`config.mk`:
```
export PLATFORM = sky130hd
export DESIGN_NAME = gpio_chg_irq
export DESIGN_NICKNAME = d
export VERILOG_FILES = /design/src/rtl/gpio_chg_pkg.sv /design/src/rtl/chg_polarity.sv /design/src/rtl/chg_port_track.sv /design/src/rtl/chg_irq_merge.sv /design/src/rtl/gpio_chg_irq.sv
export SDC_FILE = /design/constraint.sdc
export NUM_CORES = 1
export LEC_CHECK = 0
export BUFFER_PORTS_ARGS = -buffer_cell sky130_fd_sc_hd__buf_4
export CORE_MARGIN = 2
export CORE_UTILIZATION = 49
export CTS_BUF_LIST = sky130_fd_sc_hd__clkbuf_16
export DETAILED_ROUTE_END_ITERATION = 12
export PLACE_DENSITY = 0.87
export SLEW_MARGIN = 40
export SYNTH_ARGS = -nofsm -noshare
export SYNTH_HDL_FRONTEND = slang
export SYNTH_HIERARCHICAL = 1
export SYNTH_SLANG_ARGS = --single-unit
```
`constraint.sdc`:
```
create_clock -name clk -period 1.5 [get_ports clk]
set_input_delay 0.15 -clock clk [delete_from_list [all_inputs] [get_ports clk]]
set_output_delay 0.15 -clock clk [all_outputs]
set_load 0.02 [all_outputs]
```
`src/rtl/gpio_chg_pkg.sv`:
```
package gpio_chg_pkg;

  parameter int unsigned PORT_W_DEF = 8;
  parameter int unsigned PORTS_DEF  = 2;

  // level seen by the Input register: inversion only on input pins
  function automatic logic shown_level(input logic raw, input logic is_in,
                                       input logic inv);
    return raw ^ (is_in & inv);
  endfunction

endpackage

```
`src/rtl/chg_polarity.sv`:
```
module chg_polarity
  import gpio_chg_pkg::*;
#(
  parameter int unsigned W = PORT_W_DEF
) (
  input  logic [W-1:0] raw_i,
  input  logic [W-1:0] dir_in_i,
  input  logic [W-1:0] inv_i,
  output logic [W-1:0] lvl_o
);

  for (genvar b = 0; b < W; b++) begin : g_bit
    assign lvl_o[b] = shown_level(raw_i[b], dir_in_i[b], inv_i[b]);
  end

endmodule

```
`src/rtl/chg_port_track.sv`:
```
module chg_port_track #(
  parameter int unsigned W = 8
) (
  input  logic         clk,
  input  logic         rst,
  input  logic [W-1:0] lvl_i,
  input  logic         rd_i,
  input  logic [W-1:0] dir_in_i,
  input  logic [W-1:0] mask_i,
  input  logic [W-1:0] latch_en_i,
  output logic [W-1:0] in_o,
  output logic [W-1:0] status_o,
  output logic [W-1:0] status_nxt_o
);

  logic [W-1:0] lvl_q, ref_q, lat_q, latv_q, mask_q;
  logic [W-1:0] ref_d, lat_d, latv_d, stat_d;

  always_comb begin
    for (int b = 0; b < W; b++) begin
      ref_d[b]  = ref_q[b];
      lat_d[b]  = lat_q[b];
      latv_d[b] = latv_q[b];
      if (!dir_in_i[b]) begin
        // outputs follow the pin so a later turn to input starts quiet
        ref_d[b] = lvl_i[b];
        lat_d[b] = 1'b0;
      end else if (rd_i) begin
        // recapture the level that was on show; an edge in this cycle survives
        ref_d[b]  = lvl_q[b];
        lat_d[b]  = latch_en_i[b] & (lvl_i[b] ^ lvl_q[b]);
        latv_d[b] = lvl_i[b];
      end else if (!latch_en_i[b]) begin
        lat_d[b] = 1'b0;
      end else if (!lat_q[b] && (lvl_i[b] ^ ref_q[b])) begin
        lat_d[b]  = 1'b1;
        latv_d[b] = lvl_i[b];
      end
      stat_d[b] = dir_in_i[b] & ~mask_q[b] & (lat_d[b] | (lvl_i[b] ^ ref_d[b]));
    end
  end

  always_ff @(posedge clk) begin
    if (rst) begin
      lvl_q    <= lvl_i;
      ref_q    <= lvl_i;
      lat_q    <= '0;
      latv_q   <= '0;
      mask_q   <= '1;
      status_o <= '0;
    end else begin
      lvl_q    <= lvl_i;
      ref_q    <= ref_d;
      lat_q    <= lat_d;
      latv_q   <= latv_d;
      mask_q   <= mask_i;
      status_o <= stat_d;
    end
  end

  for (genvar b = 0; b < W; b++) begin : g_show
    assign in_o[b] = lat_q[b] ? latv_q[b] : lvl_q[b];
  end

  assign status_nxt_o = rst ? '0 : stat_d;

endmodule

```
`src/rtl/chg_irq_merge.sv`:
```
module chg_irq_merge #(
  parameter int unsigned N = 16
) (
  input  logic         clk,
  input  logic         rst,
  input  logic [N-1:0] src_nxt_i,
  output logic         irq_n_o
);

  always_ff @(posedge clk) begin
    if (rst) irq_n_o <= 1'b1;
    else     irq_n_o <= ~(|src_nxt_i);
  end

endmodule

```
`src/rtl/gpio_chg_irq.sv`:
```
module gpio_chg_irq
  import gpio_chg_pkg::*;
#(
  parameter int unsigned PORT_W = PORT_W_DEF,
  parameter int unsigned PORTS  = PORTS_DEF
) (
  input  logic                     clk,
  input  logic                     rst,
  input  logic [PORTS*PORT_W-1:0]  pin_i,
  input  logic [PORTS-1:0]         rd_stb_i,
  input  logic [PORTS*PORT_W-1:0]  dir_in_i,
  input  logic [PORTS*PORT_W-1:0]  mask_i,
  input  logic [PORTS*PORT_W-1:0]  latch_en_i,
  input  logic [PORTS*PORT_W-1:0]  pol_inv_i,
  output logic                     irq_n_o,
  output logic [PORTS*PORT_W-1:0]  in_reg_o,
  output logic [PORTS*PORT_W-1:0]  status_o
);

  localparam int unsigned N = PORTS * PORT_W;

  logic [N-1:0] lvl;
  logic [N-1:0] stat_nxt;

  chg_polarity #(.W(N)) u_pol (
    .raw_i    (pin_i),
    .dir_in_i (dir_in_i),
    .inv_i    (pol_inv_i),
    .lvl_o    (lvl)
  );

  for (genvar p = 0; p < PORTS; p++) begin : g_port
    chg_port_track #(.W(PORT_W)) u_trk (
      .clk          (clk),
      .rst          (rst),
      .lvl_i        (lvl[p*PORT_W +: PORT_W]),
      .rd_i         (rd_stb_i[p]),
      .dir_in_i     (dir_in_i[p*PORT_W +: PORT_W]),
      .mask_i       (mask_i[p*PORT_W +: PORT_W]),
      .latch_en_i   (latch_en_i[p*PORT_W +: PORT_W]),
      .in_o         (in_reg_o[p*PORT_W +: PORT_W]),
      .status_o     (status_o[p*PORT_W +: PORT_W]),
      .status_nxt_o (stat_nxt[p*PORT_W +: PORT_W])
    );
  end

  chg_irq_merge #(.N(N)) u_irq (
    .clk       (clk),
    .rst       (rst),
    .src_nxt_i (stat_nxt),
    .irq_n_o   (irq_n_o)
  );

endmodule

```
* Word level (Yosys, flattened, before mapping)
Index checks and enable logic that the tools add are counted.
Storage, ports and cells: flip-flop bits (word level) 97, input port bits 84, output and inout bits 33
Operators by class: multiplexer cells 164, bitwise gates (word level) 161, reductions and logical operators 81
Operators with widths (count):
- two-way mux 1 bit | 160
- AND 1 bit | 64
- nonzero test 2 bit | 32
- XOR 1 bit | 64
- AND reduction 3 bit | 16
- two-way mux 8 bit | 4
- inverter 1 bit | 17
- logical AND 1 bit | 16
- logical NOT 1 bit | 16
- OR 1 bit | 16
- OR reduction 16 bit | 1

* Longest topological paths before layout
depth in word-level cells 13, gate-level depth with buffers 8, gate-level depth less buffers 6

* Hierarchy
The synthesis kept the hierarchy.
Modules (own cells, without submodules):
- chg_port_track | times used 2, cells each 226, area each 2294.7 um2, sequential area each 960.9 um2
- chg_polarity | times used 1, cells each 32, area each 200.2 um2, sequential area each 0.0 um2
- chg_irq_merge | times used 1, cells each 6, area each 55.1 um2, sequential area each 20.0 um2

* Worst setup path before layout
No wires, ideal clock.
kind input-to-reg, start input port dir_in_i[7], end register u_irq.irq_n_o, setup time 0.116 ns, arrival time 1.509 ns, path slack -0.125 ns, cell stages on the path 6, buffers on the path 0, cell sequence nand2_1 xnor2_1 or4b_1 a311oi_2 nor4_1 a41o_1
On the way: word-level cells in the longest chain between the ends 13
RTL lines:
- from (decl) | line gpio_chg_irq.sv:11 | input logic [PORTS*PORT_W-1:0] dir_in_i,
- AND 1 bit * | line gpio_chg_pkg.sv:9 | return raw ^ (is_in & inv);
- XOR 1 bit * | line gpio_chg_pkg.sv:9
- named net lvl[7] | line gpio_chg_irq.sv:22 | logic [N-1:0] lvl;
- XOR 1 bit | line chg_port_track.sv:35 | end else if (!lat_q[b] && (lvl_i[b] ^ ref_q[b])) begin
- logical AND 1 bit | line chg_port_track.sv:35
- two-way mux 1 bit | line chg_port_track.sv:35
- two-way mux 1 bit | line chg_port_track.sv:33 | end else if (!latch_en_i[b]) begin
- two-way mux 1 bit | line chg_port_track.sv:28 | end else if (rd_i) begin
- two-way mux 1 bit | line chg_port_track.sv:24 | if (!dir_in_i[b]) begin
- OR 1 bit * | line chg_port_track.sv:39 | stat_d[b] = dir_in_i[b] & ~mask_q[b] & (lat_d[b] | (lvl_i[b] ^ ref_d[b]));
- AND 1 bit * | line chg_port_track.sv:39
- two-way mux 8 bit * | line chg_port_track.sv:65 | assign status_nxt_o = rst ? '0 : stat_d;
- named net stat_nxt[7] | line gpio_chg_irq.sv:23 | logic [N-1:0] stat_nxt;
- OR reduction 16 bit * | line chg_irq_merge.sv:12 | else irq_n_o <= ~(|src_nxt_i);
- inverter 1 bit * | line chg_irq_merge.sv:12
- to (signal assigned) | line chg_irq_merge.sv:12
- to (decl) | line chg_irq_merge.sv:7 | output logic irq_n_o
The timed path passes the listed nets; every way through them passes the cells marked *. A chain may end at the register's enable or synchronous reset.

* Worst setup path in the final report
start register g_port[1].u_trk.ref_q[1], end register u_irq.irq_n_o
On the way: word-level cells in the longest chain between the ends 11
RTL lines:
- from (decl) | line chg_port_track.sv:16 | logic [W-1:0] lvl_q, ref_q, lat_q, latv_q, mask_q;
- from (signal assigned) | line chg_port_track.sv:46 | ref_q <= lvl_i;
- from (signal assigned) | line chg_port_track.sv:53 | ref_q <= ref_d;
- XOR 1 bit | line chg_port_track.sv:35
- logical AND 1 bit | line chg_port_track.sv:35
- two-way mux 1 bit | line chg_port_track.sv:35
- two-way mux 1 bit | line chg_port_track.sv:33
- two-way mux 1 bit | line chg_port_track.sv:28
- two-way mux 1 bit | line chg_port_track.sv:24
- OR 1 bit * | line chg_port_track.sv:39
- AND 1 bit * | line chg_port_track.sv:39
- two-way mux 8 bit * | line chg_port_track.sv:65
- named net stat_nxt[9] | line gpio_chg_irq.sv:23
- OR reduction 16 bit * | line chg_irq_merge.sv:12
- inverter 1 bit * | line chg_irq_merge.sv:12
Marks and branches as above.

==> results_dict.tcl <==
set metrics [dict create \
    outcome "finished with violations" \
    violations "negative setup slack" \
    hold_path.class "input port to register" \
    critPathArrivalTime_ns 2.02 \
    p_clk_share_pct 31.5 \
    p_leak_nw 3.269 \
    cts_buffers 9 \
    p_sw_mw 2.064 \
    mappedNetlistArea_um2 4845 \
    fin_util_pct 76.76 \
    numClockSinks 97 \
    cts_root_buffer "clkbuf_16" \
    synth.net_count 574 \
    worst_pin_slew_ns 0.6003 \
    timing.rr.end "u_irq/irq_n_o" \
    clk_pin_slew_worst_paths_ns 0.07 \
    timing.final.ws_setup_ns -0.2398 \
    worstPathCellList "or3b_2 > nand4_1 > a311oi_2 > nor4_2 > a41o_1" \
    synthTopCellsByArea "dfxtp_1 (40%), mux2i_1 (6.6%), nand2b_1 (6.2%), xor2_1 (5.1%), a311oi_2 (5.0%)" \
    switching_share_pct 28.54 \
    slowest_stage "or3b_2" \
    ios 117 \
    critPathMaxFanout 4 \
    crit_required_ns 1.78 \
    fin_tns_setup_ns -0.3502 \
    first_global_vias 4737 \
    end_kind "register" \
    final_cell_count_no_fill 870 \
    setup_violations 2 \
    netlist_top_cells_count "dfxtp_1 (97), nand2_1 (52), nand2b_1 (48), mux2i_1 (32)" \
    hold_violations 0 \
    portBuffers 116 \
    finalNetCount 816 \
    fmax_mhz 574.8 \
    fin_skew_ns 0.007586 \
    yosysMostFrequentCell "dfxtp_1" \
    drive_above_1_share_pct 50.88 \
    area_delta_synth_final_pct 53.43 \
    yosysSeqAreaShare_pct 40.08 \
    internal_power_mw 5.167 \
    reg2reg_depth 5 \
    dp_slack_ns -0.5499 \
    period_needed_ns 1.740 \
    ant_nets 0 \
    totalWireLength_um 14150 \
    row_count 36 \
    synth_ff_type "dfxtp_1" \
    dieWidth_um 103.4 \
    grt_use_total_pct 25.99 \
    grt_overflow 0 \
    regToRegSetupSlack_ns -0.24 \
    post-route-period-util_pct 116.0 \
    grt_start_max_net_pins 43 \
    place_inst 836 \
    hp-start "mask_i[6]" \
    htree_levels 3 \
    rsz0062_at_grt "yes" \
    ys_async_sr_fraction_pct 0 \
    synth_top_area_share_pct 40.08 \
    yosys_warnings 6 \
    hold-path-endpoint "g_port[0].u_trk/mask_q[6]" \
    synth_largest_area_cell "dfxtp_1" \
    p_seq_share_pct 40.7 \
    clk-insertion-delay-late_ns 0.33 \
    synth_edf_count 0 \
    clockBufferDepth 2 \
    grt_pass1_wl_um 21520 \
    fp.coreArea_um2 9684 \
    syn_area_per_cell_um2 9.887 \
    via_per_inst 5.251 \
    drcViolationCount 0 \
    hpwlAfterDp_um 9835 \
    num_vias 4568 \
    ir_worst_vdd_mv 0.7537 \
    gp_congestion 0.8809 \
    first_pass_iters 4 \
    wl_per_cell_um 16.26 \
    whs_path_depth 2 \
    antenna_found_initial 0 \
    critical_path_class "register to register" \
    critPathLaunchType "register" \
    synth_cell_type_count 24 \
    cts_tree "yes" \
    relSlewSlack_pct 59.69 \
    antenna_cells 0 \
    drv_cap 0 \
    die_h_um 103.4 \
    p_per_area_nw_per_um2 972.7 \
    critPathMaxStageDelay_ns 0.45 \
    start_util_pct 50.03 \
    ys_seq_elements 97 \
    worstReg2RegStart "g_port[1].u_trk/ref_q[1]" \
    comb_power_share_pct 27.9 \
    final_area_um2 7433 \
    drt_iter0_drc 159 \
    dieArea_um2 10700 \
    drv_slew 0 \
    synthCells 490 \
    place_area_um2 6760 \
]
layout by cell type, fill, tap and decap left out, types with 20 or more instances in the layout:
cell	synthesis	routed
nor2b_1	28	28
nand2_1	52	49
dfxtp_2	0	25
dfxtp_1	97	71
o21ai_0	20	20
xor2_1	28	28
mux2i_1	32	30
buf_4	6	226
nand2b_1	48	48
metal layers:
layer  up-vias  GRT usage [%]  share of wire [%]
li1       2244              -                  -
met1      2181          28.23                 41
met2       127          50.12                 55
met3        16          5.847                3.7
met4         0          7.186                1.2
met5         -              0                  0
metrics by stage:
step	power, mW	hold slack [ns]
6_report	7.231	0.02443
5_1_grt	7.546	0.0005700
4_1_cts	7.182	0.002015
3_5_place_dp	4.823	0.3372
3_3_place_gp	4.720	0.3356
2_1_floorplan	3.958	0.2438
kinds of logic (layout without fill, tap and decap cells):
group | Yosys count | count (layout) | synth area share (%)
buf+inv | 16 | 263 | 1.808
mux | 48 | 48 | 10.33
flops | 97 | 97 | 40.08
xor+xnor | 48 | 48 | 8.678
simple gates | 216 | 216 | 28.05
compound gates | 65 | 65 | 11.05
worst max-delay path, delay by kind of cell (launching register included):
family,cells,cell delay (ns)
AOI/OAI and AO/OA,2,0.34
DFF,1,0.35
and+or+nand+nor,3,1.00
layout make-up:
type,instances,area [um^2]
clock buffer,9,225.2
clock inverter,7,70.07
fill,613,2251
multi-input combinational,377,3079
sequential,97,1977
tap,133,166.4
timing repair buffer,247,1916
power by group through the flow:
stage	Sequential [mW]	Clock, mW	Combinational (mW)
after global routing	2.96	2.43	2.15
after floorplan	2.99	0	0.964
after global placement	2.96	0	1.76
final	2.94	2.27	2.01
after detailed placement	2.97	0	1.85
after CTS	2.93	2.30	1.96
flip-flops by register name, indices dropped and copies added, names as in the netlist:
signal	count
g_port.u_trk/latv_q	16
g_port.u_trk/ref_q	16
g_port.u_trk/lat_q	16
g_port.u_trk/lvl_q	16
u_irq/irq_n_o	1
g_port.u_trk/status_o	16
g_port.u_trk/mask_q	16
repair_timing:
item,4_1_cts,5_1_grt
pin swaps,14,7
gates resized for setup,21,24
buffers inserted,4,0
endpoints found under the hold margin,11,3
setup endpoints to repair,2,12
hold buffers,11,3
worst max-delay path by stage:
stage	from	end	slack [ns]	cells after the start
2_1_floorplan	rd_stb_i[0]	u_irq/irq_n_o	-0.08	6
3_3_place_gp	rd_stb_i[0]	u_irq/irq_n_o	-0.53	7
3_5_place_dp	rd_stb_i[0]	u_irq/irq_n_o	-0.55	7
4_1_cts	g_port[0].u_trk/ref_q[4]	u_irq/irq_n_o	-0.22	6
5_1_grt	g_port[0].u_trk/ref_q[2]	u_irq/irq_n_o	-0.25	5
6_report	g_port[1].u_trk/ref_q[1]	u_irq/irq_n_o	-0.24	5
Power figures use the tool's default switching activity.
